**src/rtl/irq_resp_pkg.sv**
```systemverilog
package irq_resp_pkg;
  typedef enum logic [1:0] {
    VK_NMI    = 2'd0,
    VK_OPCODE = 2'd1,
    VK_FIXED  = 2'd2,
    VK_TABLE  = 2'd3
  } vec_kind_e;

  typedef enum logic [1:0] {
    MODE_OPCODE = 2'd0,
    MODE_FIXED  = 2'd1,
    MODE_TABLE  = 2'd2,
    MODE_ALIAS  = 2'd3
  } int_mode_e;

  localparam logic [15:0] NMI_TARGET   = 16'h0066;
  localparam logic [15:0] FIXED_TARGET = 16'h0038;
endpackage

```
**src/rtl/irq_nmi_latch.sv**
```systemverilog
module irq_nmi_latch (
  input  logic clk,
  input  logic rst_n,
  input  logic nmi_n,
  input  logic served,
  output logic pending
);
  logic pin_q;
  logic fall;

  assign fall = pin_q & ~nmi_n;

  always_ff @(posedge clk or negedge rst_n) begin
    if (!rst_n) begin
      pin_q   <= 1'b1;
      pending <= 1'b0;
    end else begin
      pin_q   <= nmi_n;
      pending <= fall | (pending & ~served);
    end
  end
endmodule

```
**src/rtl/irq_bus_grant.sv**
```systemverilog
module irq_bus_grant (
  input  logic clk,
  input  logic rst_n,
  input  logic busreq_n,
  input  logic mcyc_end,
  output logic granted,
  output logic grant_take,
  output logic bus_oe
);
  assign grant_take = ~granted & mcyc_end & ~busreq_n;

  always_ff @(posedge clk or negedge rst_n) begin
    if (!rst_n) begin
      granted <= 1'b0;
      bus_oe  <= 1'b0;
    end else begin
      if (grant_take)             granted <= 1'b1;
      else if (granted && busreq_n) granted <= 1'b0;
      bus_oe <= ~(grant_take | (granted & ~busreq_n));
    end
  end
endmodule

```
**src/rtl/irq_ack_seq.sv**
```systemverilog
module irq_ack_seq
  import irq_resp_pkg::*;
#(
  parameter int DW        = 8,
  parameter int ACK_WAITS = 2
) (
  input  logic            clk,
  input  logic            rst_n,
  input  logic            take_nmi,
  input  logic            take_int,
  input  logic [1:0]      mode_in,
  input  logic [DW-1:0]   ireg,
  input  logic [DW-1:0]   data_in,
  input  logic            vec_ready,
  output logic            irq_ack,
  output logic            ack_wait,
  output logic            vec_valid,
  output logic [2*DW-1:0] vec_addr,
  output vec_kind_e       vec_kind
);
  localparam int AW         = 2 * DW;
  localparam int ACK_CYCLES = ACK_WAITS + 1;
  localparam int CW         = $clog2(ACK_CYCLES + 1);

  logic [CW-1:0]   cnt;
  int_mode_e       mode_q;
  logic            last;
  logic [AW-1:0]   form_addr;
  vec_kind_e       form_kind;

  assign irq_ack  = (cnt != '0);
  assign ack_wait = (cnt > CW'(1));
  assign last     = (cnt == CW'(1));

  always_comb begin
    unique case (mode_q)
      MODE_OPCODE: begin
        form_addr = AW'(data_in);
        form_kind = VK_OPCODE;
      end
      MODE_TABLE: begin
        form_addr = {ireg, data_in};
        form_kind = VK_TABLE;
      end
      default: begin
        form_addr = AW'(FIXED_TARGET);
        form_kind = VK_FIXED;
      end
    endcase
  end

  always_ff @(posedge clk or negedge rst_n) begin
    if (!rst_n) begin
      cnt    <= '0;
      mode_q <= MODE_OPCODE;
    end else if (take_int) begin
      cnt    <= CW'(ACK_CYCLES);
      mode_q <= int_mode_e'(mode_in);
    end else if (cnt != '0) begin
      cnt <= cnt - CW'(1);
    end
  end

  always_ff @(posedge clk or negedge rst_n) begin
    if (!rst_n) begin
      vec_valid <= 1'b0;
      vec_addr  <= '0;
      vec_kind  <= VK_NMI;
    end else if (take_nmi) begin
      vec_valid <= 1'b1;
      vec_addr  <= AW'(NMI_TARGET);
      vec_kind  <= VK_NMI;
    end else if (last) begin
      vec_valid <= 1'b1;
      vec_addr  <= form_addr;
      vec_kind  <= form_kind;
    end else if (vec_valid && vec_ready) begin
      vec_valid <= 1'b0;
    end
  end
endmodule

```
**src/rtl/irq_resp_ctl.sv**
```systemverilog
module irq_resp_ctl
  import irq_resp_pkg::*;
#(
  parameter int DW        = 8,
  parameter int ACK_WAITS = 2
) (
  input  logic            clk,
  input  logic            rst_n,
  input  logic            busreq_n,
  input  logic            nmi_n,
  input  logic            int_n,
  input  logic            mcyc_end,
  input  logic            instr_end,
  input  logic            ie_wr,
  input  logic            ie_wdata,
  input  logic            im_wr,
  input  logic [1:0]      im_wdata,
  input  logic            ireg_wr,
  input  logic [DW-1:0]   ireg_wdata,
  input  logic [DW-1:0]   data_in,
  output logic            busack_n,
  output logic            bus_oe,
  output logic            ie_flag,
  output logic            irq_ack,
  output logic            ack_wait,
  output logic            vec_valid,
  input  logic            vec_ready,
  output logic [2*DW-1:0] vec_addr,
  output logic [1:0]      vec_kind
);
  logic          granted, grant_take, nmi_pend, busy, take_nmi, take_int;
  logic [1:0]    im_q;
  logic [DW-1:0] ireg_q;
  vec_kind_e     kind_w;

  irq_bus_grant u_grant (
    .clk(clk), .rst_n(rst_n), .busreq_n(busreq_n), .mcyc_end(mcyc_end),
    .granted(granted), .grant_take(grant_take), .bus_oe(bus_oe)
  );

  irq_nmi_latch u_nmi (
    .clk(clk), .rst_n(rst_n), .nmi_n(nmi_n), .served(take_nmi), .pending(nmi_pend)
  );

  assign busy     = granted | grant_take | irq_ack | vec_valid;
  assign take_nmi = instr_end & ~busy & nmi_pend;
  assign take_int = instr_end & ~busy & ~nmi_pend & ~int_n & ie_flag;
  assign busack_n = ~granted;

  always_ff @(posedge clk or negedge rst_n) begin
    if (!rst_n) begin
      ie_flag <= 1'b0;
      im_q    <= 2'd0;
      ireg_q  <= '0;
    end else begin
      if (take_nmi || take_int) ie_flag <= 1'b0;
      else if (ie_wr)           ie_flag <= ie_wdata;
      if (im_wr)   im_q   <= im_wdata;
      if (ireg_wr) ireg_q <= ireg_wdata;
    end
  end

  irq_ack_seq #(.DW(DW), .ACK_WAITS(ACK_WAITS)) u_ack (
    .clk(clk), .rst_n(rst_n), .take_nmi(take_nmi), .take_int(take_int),
    .mode_in(im_q), .ireg(ireg_q), .data_in(data_in), .vec_ready(vec_ready),
    .irq_ack(irq_ack), .ack_wait(ack_wait), .vec_valid(vec_valid),
    .vec_addr(vec_addr), .vec_kind(kind_w)
  );

  assign vec_kind = kind_w;
endmodule

```
**config.mk**
```make
export PLATFORM = sky130hd
export DESIGN_NAME = irq_resp_ctl
export DESIGN_NICKNAME = d
export VERILOG_FILES = /design/src/rtl/irq_resp_pkg.sv /design/src/rtl/irq_nmi_latch.sv /design/src/rtl/irq_bus_grant.sv /design/src/rtl/irq_ack_seq.sv /design/src/rtl/irq_resp_ctl.sv
export SDC_FILE = /design/constraint.sdc
export NUM_CORES = 1
export LEC_CHECK = 0
export BUFFER_PORTS_ARGS = -buffer_cell sky130_fd_sc_hd__buf_2
export CAP_MARGIN = 20
export CORE_ASPECT_RATIO = 1.5
export CORE_UTILIZATION = 46
export CTS_BUF_LIST = sky130_fd_sc_hd__clkbuf_4
export CTS_CLUSTER_DIAMETER = 80
export CTS_CLUSTER_SIZE = 8
export DETAILED_ROUTE_END_ITERATION = 12
export HOLD_SLACK_MARGIN = 0.08
export PLACE_DENSITY_LB_ADDON = 0.05
export SETUP_SLACK_MARGIN = 0.2
export SLEW_MARGIN = 5
export SYNTH_ARGS = -nofsm -noshare
export SYNTH_HDL_FRONTEND = slang
export SYNTH_SLANG_ARGS = --single-unit
```
**constraint.sdc**
```tcl
create_clock -name clk -period 1.35 [get_ports clk]
set_clock_uncertainty 0.05 [all_clocks]
set_input_delay 0.2025 -clock clk [delete_from_list [all_inputs] [get_ports clk]]
set_output_delay 0.2025 -clock clk [all_outputs]
set_load 0.01 [all_outputs]
```
==> metrics.md <==
| Metric | Value |
|---|---|
| Status | `complete, but fails checks` |
| Violated checks | `negative setup slack` |
| Non-filler instance count after layout | `278` |
| Ports | `54` |
| WHS Path Cells | `3` |
| Largest net degree at the start of global routing | `39` |
| Sequential area share after synthesis | `58.9%` |
| Buf/Inv on CP | `4` |
| Mean Syn Cell Area | `11.4 sq um` |
| Root Driver | `clkbuf_4` |
| RSZ-0062 raised after global routing | `yes` |
| Die X | `50.4 microns` |
| Final worst slack | `-0.233 ns` |
| Worst EP required | `1.10 ns` |
| Antenna violations before repair | `0` |
| Achievable clock frequency | `632 MHz` |
| Post-DP HPWL | `2480 microns` |
| Clock sink total | `38` |
| Post-synthesis sequential element count | `38` |
| Vias per inst | `4.91` |
| Critical Path, Cell by Cell | `inv_1 > ha_2 > buf_6 > inv_4 > buf_6` |
| Fillers | `259` |
| Hold slack | `0.0941 ns` |
| Placed cells | `238` |
| Die H | `74.6 microns` |
| GR Util All Layers | `24.0%` |
| Later-pin clock latency in the skew report | `0.36 ns` |
| Critical path's largest stage delay | `0.44 ns` |
| Critical-path maximum fanout | `3` |
| CTS Buffer Depth | `2` |
| Yosys top cell area share | `57.3%` |
| Unique masters post-synth | `30` |
| Initial Util | `47.7%` |
| Worst Tran Pin Value | `0.397 ns` |
| Total wire length | `4010 microns` |
| Post-route minimum period | `1.58 ns` |
| Slowest cell on crit path | `dfrtp_1` |
| CTS Buf Count | `5` |
| N_diodes | `0` |
| Iter 0 DRT Violations | `32` |
| Max transition margin | `73.5%` |
| DIE AREA | `0.00376 sq mm` |
| CP startpoint kind | `flop` |
| Critical path's top delay family | `flip-flops` |
| Port Buffers | `53` |
| Endpoints failing setup | `27` |
| Leading area contributor after synthesis | `dfrtp_1` |
| Synthesis Warnings | `0` |
| PwrDens | `1850 mW/mm^2` |
| Maximum vdd drop | `0.00155 V` |
| Tcrit/Tclk final | `117%` |
| CTS tree | `done` |
| Maxcap violations | `0` |
| H-tree levels | `2` |
| Clock-pin transition on the worst setup and hold timing paths | `0.11 ns` |
| Post-DR wirelength/cell | `14.4 microns` |
| Vias in the first global route | `1406` |
| HP Class | `input port to flop` |
| Worst EP arrival | `1.33 ns` |
| Global-route wire length before repair | `6420 microns` |
| Layout cells sized above 1 | `50.0%` |
| Vias | `1365` |
| CP Capture Type | `output port` |
| Finished Cell Area | `0.00253 sq mm` |
| Setup TNS Final | `-4.19 ns` |
| Syn-to-layout area delta | `56.5%` |
| Final hold viol count | `0` |
| Ranking of synthesized cells by area | `dfrtp_1, mux2_2, nor2_1` |
| Static Leak | `1.23 nW` |
| Placer Congestion | `0.778` |
| Placed standard-cell area | `0.00198 sq mm` |
| Worst reg2reg path depth | `5` |
| DRT antenna net count | `0` |
| Final Max Tran Viols | `0` |
| Crit Path Class | `flop to output port` |
| Drt pass-1 iters | `3` |
| Crit. path cell count | `5` |
| Num rows | `26` |
| CORE AREA | `0.00338 sq mm` |
| Cell repeated most along the worst path | `buf_6` |
| Cells after Synth | `142` |
| Syn_nets | `174` |
| Synthesized area | `0.00162 sq mm` |
| DRC | `0` |
| Grt total ovfl | `0` |
| Final nets | `267` |
## kinds of logic after synthesis
logic type                 share of synthesized area, %
AOI/OAI and AO/OA                                  9.45
xor gates and xnor gates                          0.542
adders and majority gates                          1.55
buffers and inverters                              5.03
DFF                                                58.9
muxes                                              9.06
and+or+nand+nor                                    15.4
## per-stage QoR
step	worst slack [ns]	util (%)	total power, mW
6_report	-0.233	74.7	4.68
4_1_cts	-0.215	72.6	4.54
2_1_floorplan	-0.118	-	2.48
5_1_grt	-0.281	74.7	4.97
3_3_place_gp	-0.0642	58.5	2.96
3_5_place_dp	-0.130	58.5	3.02
## placed cells by master (no fill, tap or decap), types with 2 or more instances in the layout
master         synthesis  layout
nor3b_1                2       2
buf_6                  1       8
clkbuf_4               0       5
buf_12                 0       2
nor2b_1                8       8
dfrtp_1               37      37
a21oi_1               12       9
nand2b_1               6       6
a211oi_2               0       2
nand2_2                0       2
buf_4                  0      12
mux2_2                13      12
buf_2                  1      50
bufinv_16              0       2
o21ai_0                4       4
dlygate4sd3_1          0      19
nand3_1                3       2
a21boi_0               3       2
nor2_4                 0       2
a21oi_2                1       4
nor2_2                 0       2
inv_1                  9       7
nor2_1                20      16
and3_4                 0       2
## what timing repair did
action                     CTS  global route
hold buffers                18             1
setup endpoints to repair   37            48
hold endpoints to repair    54             1
cloned                       2             0
resized for setup           23            12
pin swaps                    4             4
buffers inserted             8             3
## worst paths after layout
check | startpoint | endpoint | slack (ns)
max in group asynchronous | rst_n | u_nmi.pin_q$_DFF_PN1_ | 0.71
min | data_in[5] | u_ack.vec_addr[5]$_DFFE_PN0P_ | 0.09
max | u_ack.cnt[0]$_DFFE_PN0P_ | irq_ack | -0.23
min reg2reg | ireg_q[6]$_DFFE_PN0P_ | ireg_q[6]$_DFFE_PN0P_ | 0.48
max reg2reg | u_ack.cnt[0]$_DFFE_PN0P_ | u_ack.mode_q[1]$_DFFE_PN0P_ | -0.23
min in group asynchronous | rst_n | u_ack.vec_addr[7]$_DFFE_PN0P_ | 0.29
## power by group
part | internal [mW] | switching, mW | leakage (nW)
combinational | 1.18 | 0.944 | 0.717
sequential | 1.43 | 0.165 | 0.460
clock | 0.571 | 0.383 | 0.0528
## synthesized netlist by cell type
library cell   n
and3_1         1
nand2_1        4
nand3_1        3
clkbuf_2       1
dfstp_2        1
and4bb_4       1
xor2_1         1
ha_1           2
a21boi_0       3
nor3b_1        2
o21ai_0        4
mux2_2        13
buf_1          1
inv_1          9
o22ai_1        1
nor2b_1        8
nand2b_1       6
buf_6          1
a22o_1         1
dfrtp_1       37
a211oi_1       2
a21oi_1       12
buf_2          1
nand3_2        1
a21oi_2        1
o221a_2        1
buf_8          1
nor2_1        20
and3b_1        1
clkbuf_1       2
## worst register-to-register path, cell delays in order (launching register included)
cell and delay, ns:
dfrtp_1 0.45, inv_1 0.09, ha_2 0.19, and4bb_4 0.32
nand3_4 0.10, mux2_2 0.29
## registers in the layout (all words and copies together) (netlist names)
| name | count |
|---|---|
| ie_flag | 1 |
| im_q | 2 |
| ireg_q | 8 |
| u_ack.cnt | 2 |
| u_ack.mode_q | 2 |
| u_ack.vec_addr | 16 |
| u_ack.vec_kind | 2 |
| u_ack.vec_valid | 1 |
| u_grant.bus_oe | 1 |
| u_grant.granted | 1 |
| u_nmi.pending | 1 |
| u_nmi.pin_q | 1 |
## layer usage
| layer | share of wire, % | GRT usage (%) |
|---|---|---|
| met2 | 54 | 42.2 |
| met5 | 0 | 0 |
| met4 | 2.8 | 12.3 |
| met1 | 39 | 26.9 |
| met3 | 4.3 | 5.73 |
## area by class of cell
| class | instances | area [sq um] | share of cell area [%] |
|---|---|---|---|
| clock buffers | 5 | 37.5 | 1.48 |
| clock inverters | 3 | 63.8 | 2.52 |
| inverters | 9 | 36.3 | 1.43 |
| multi-input cells | 89 | 693 | 27.4 |
| flip-flops and latches | 38 | 952 | 37.7 |
| well taps | 42 | 52.6 | 2.08 |
| repair buffers | 92 | 693 | 27.4 |
(Power assumes the default switching activity.)
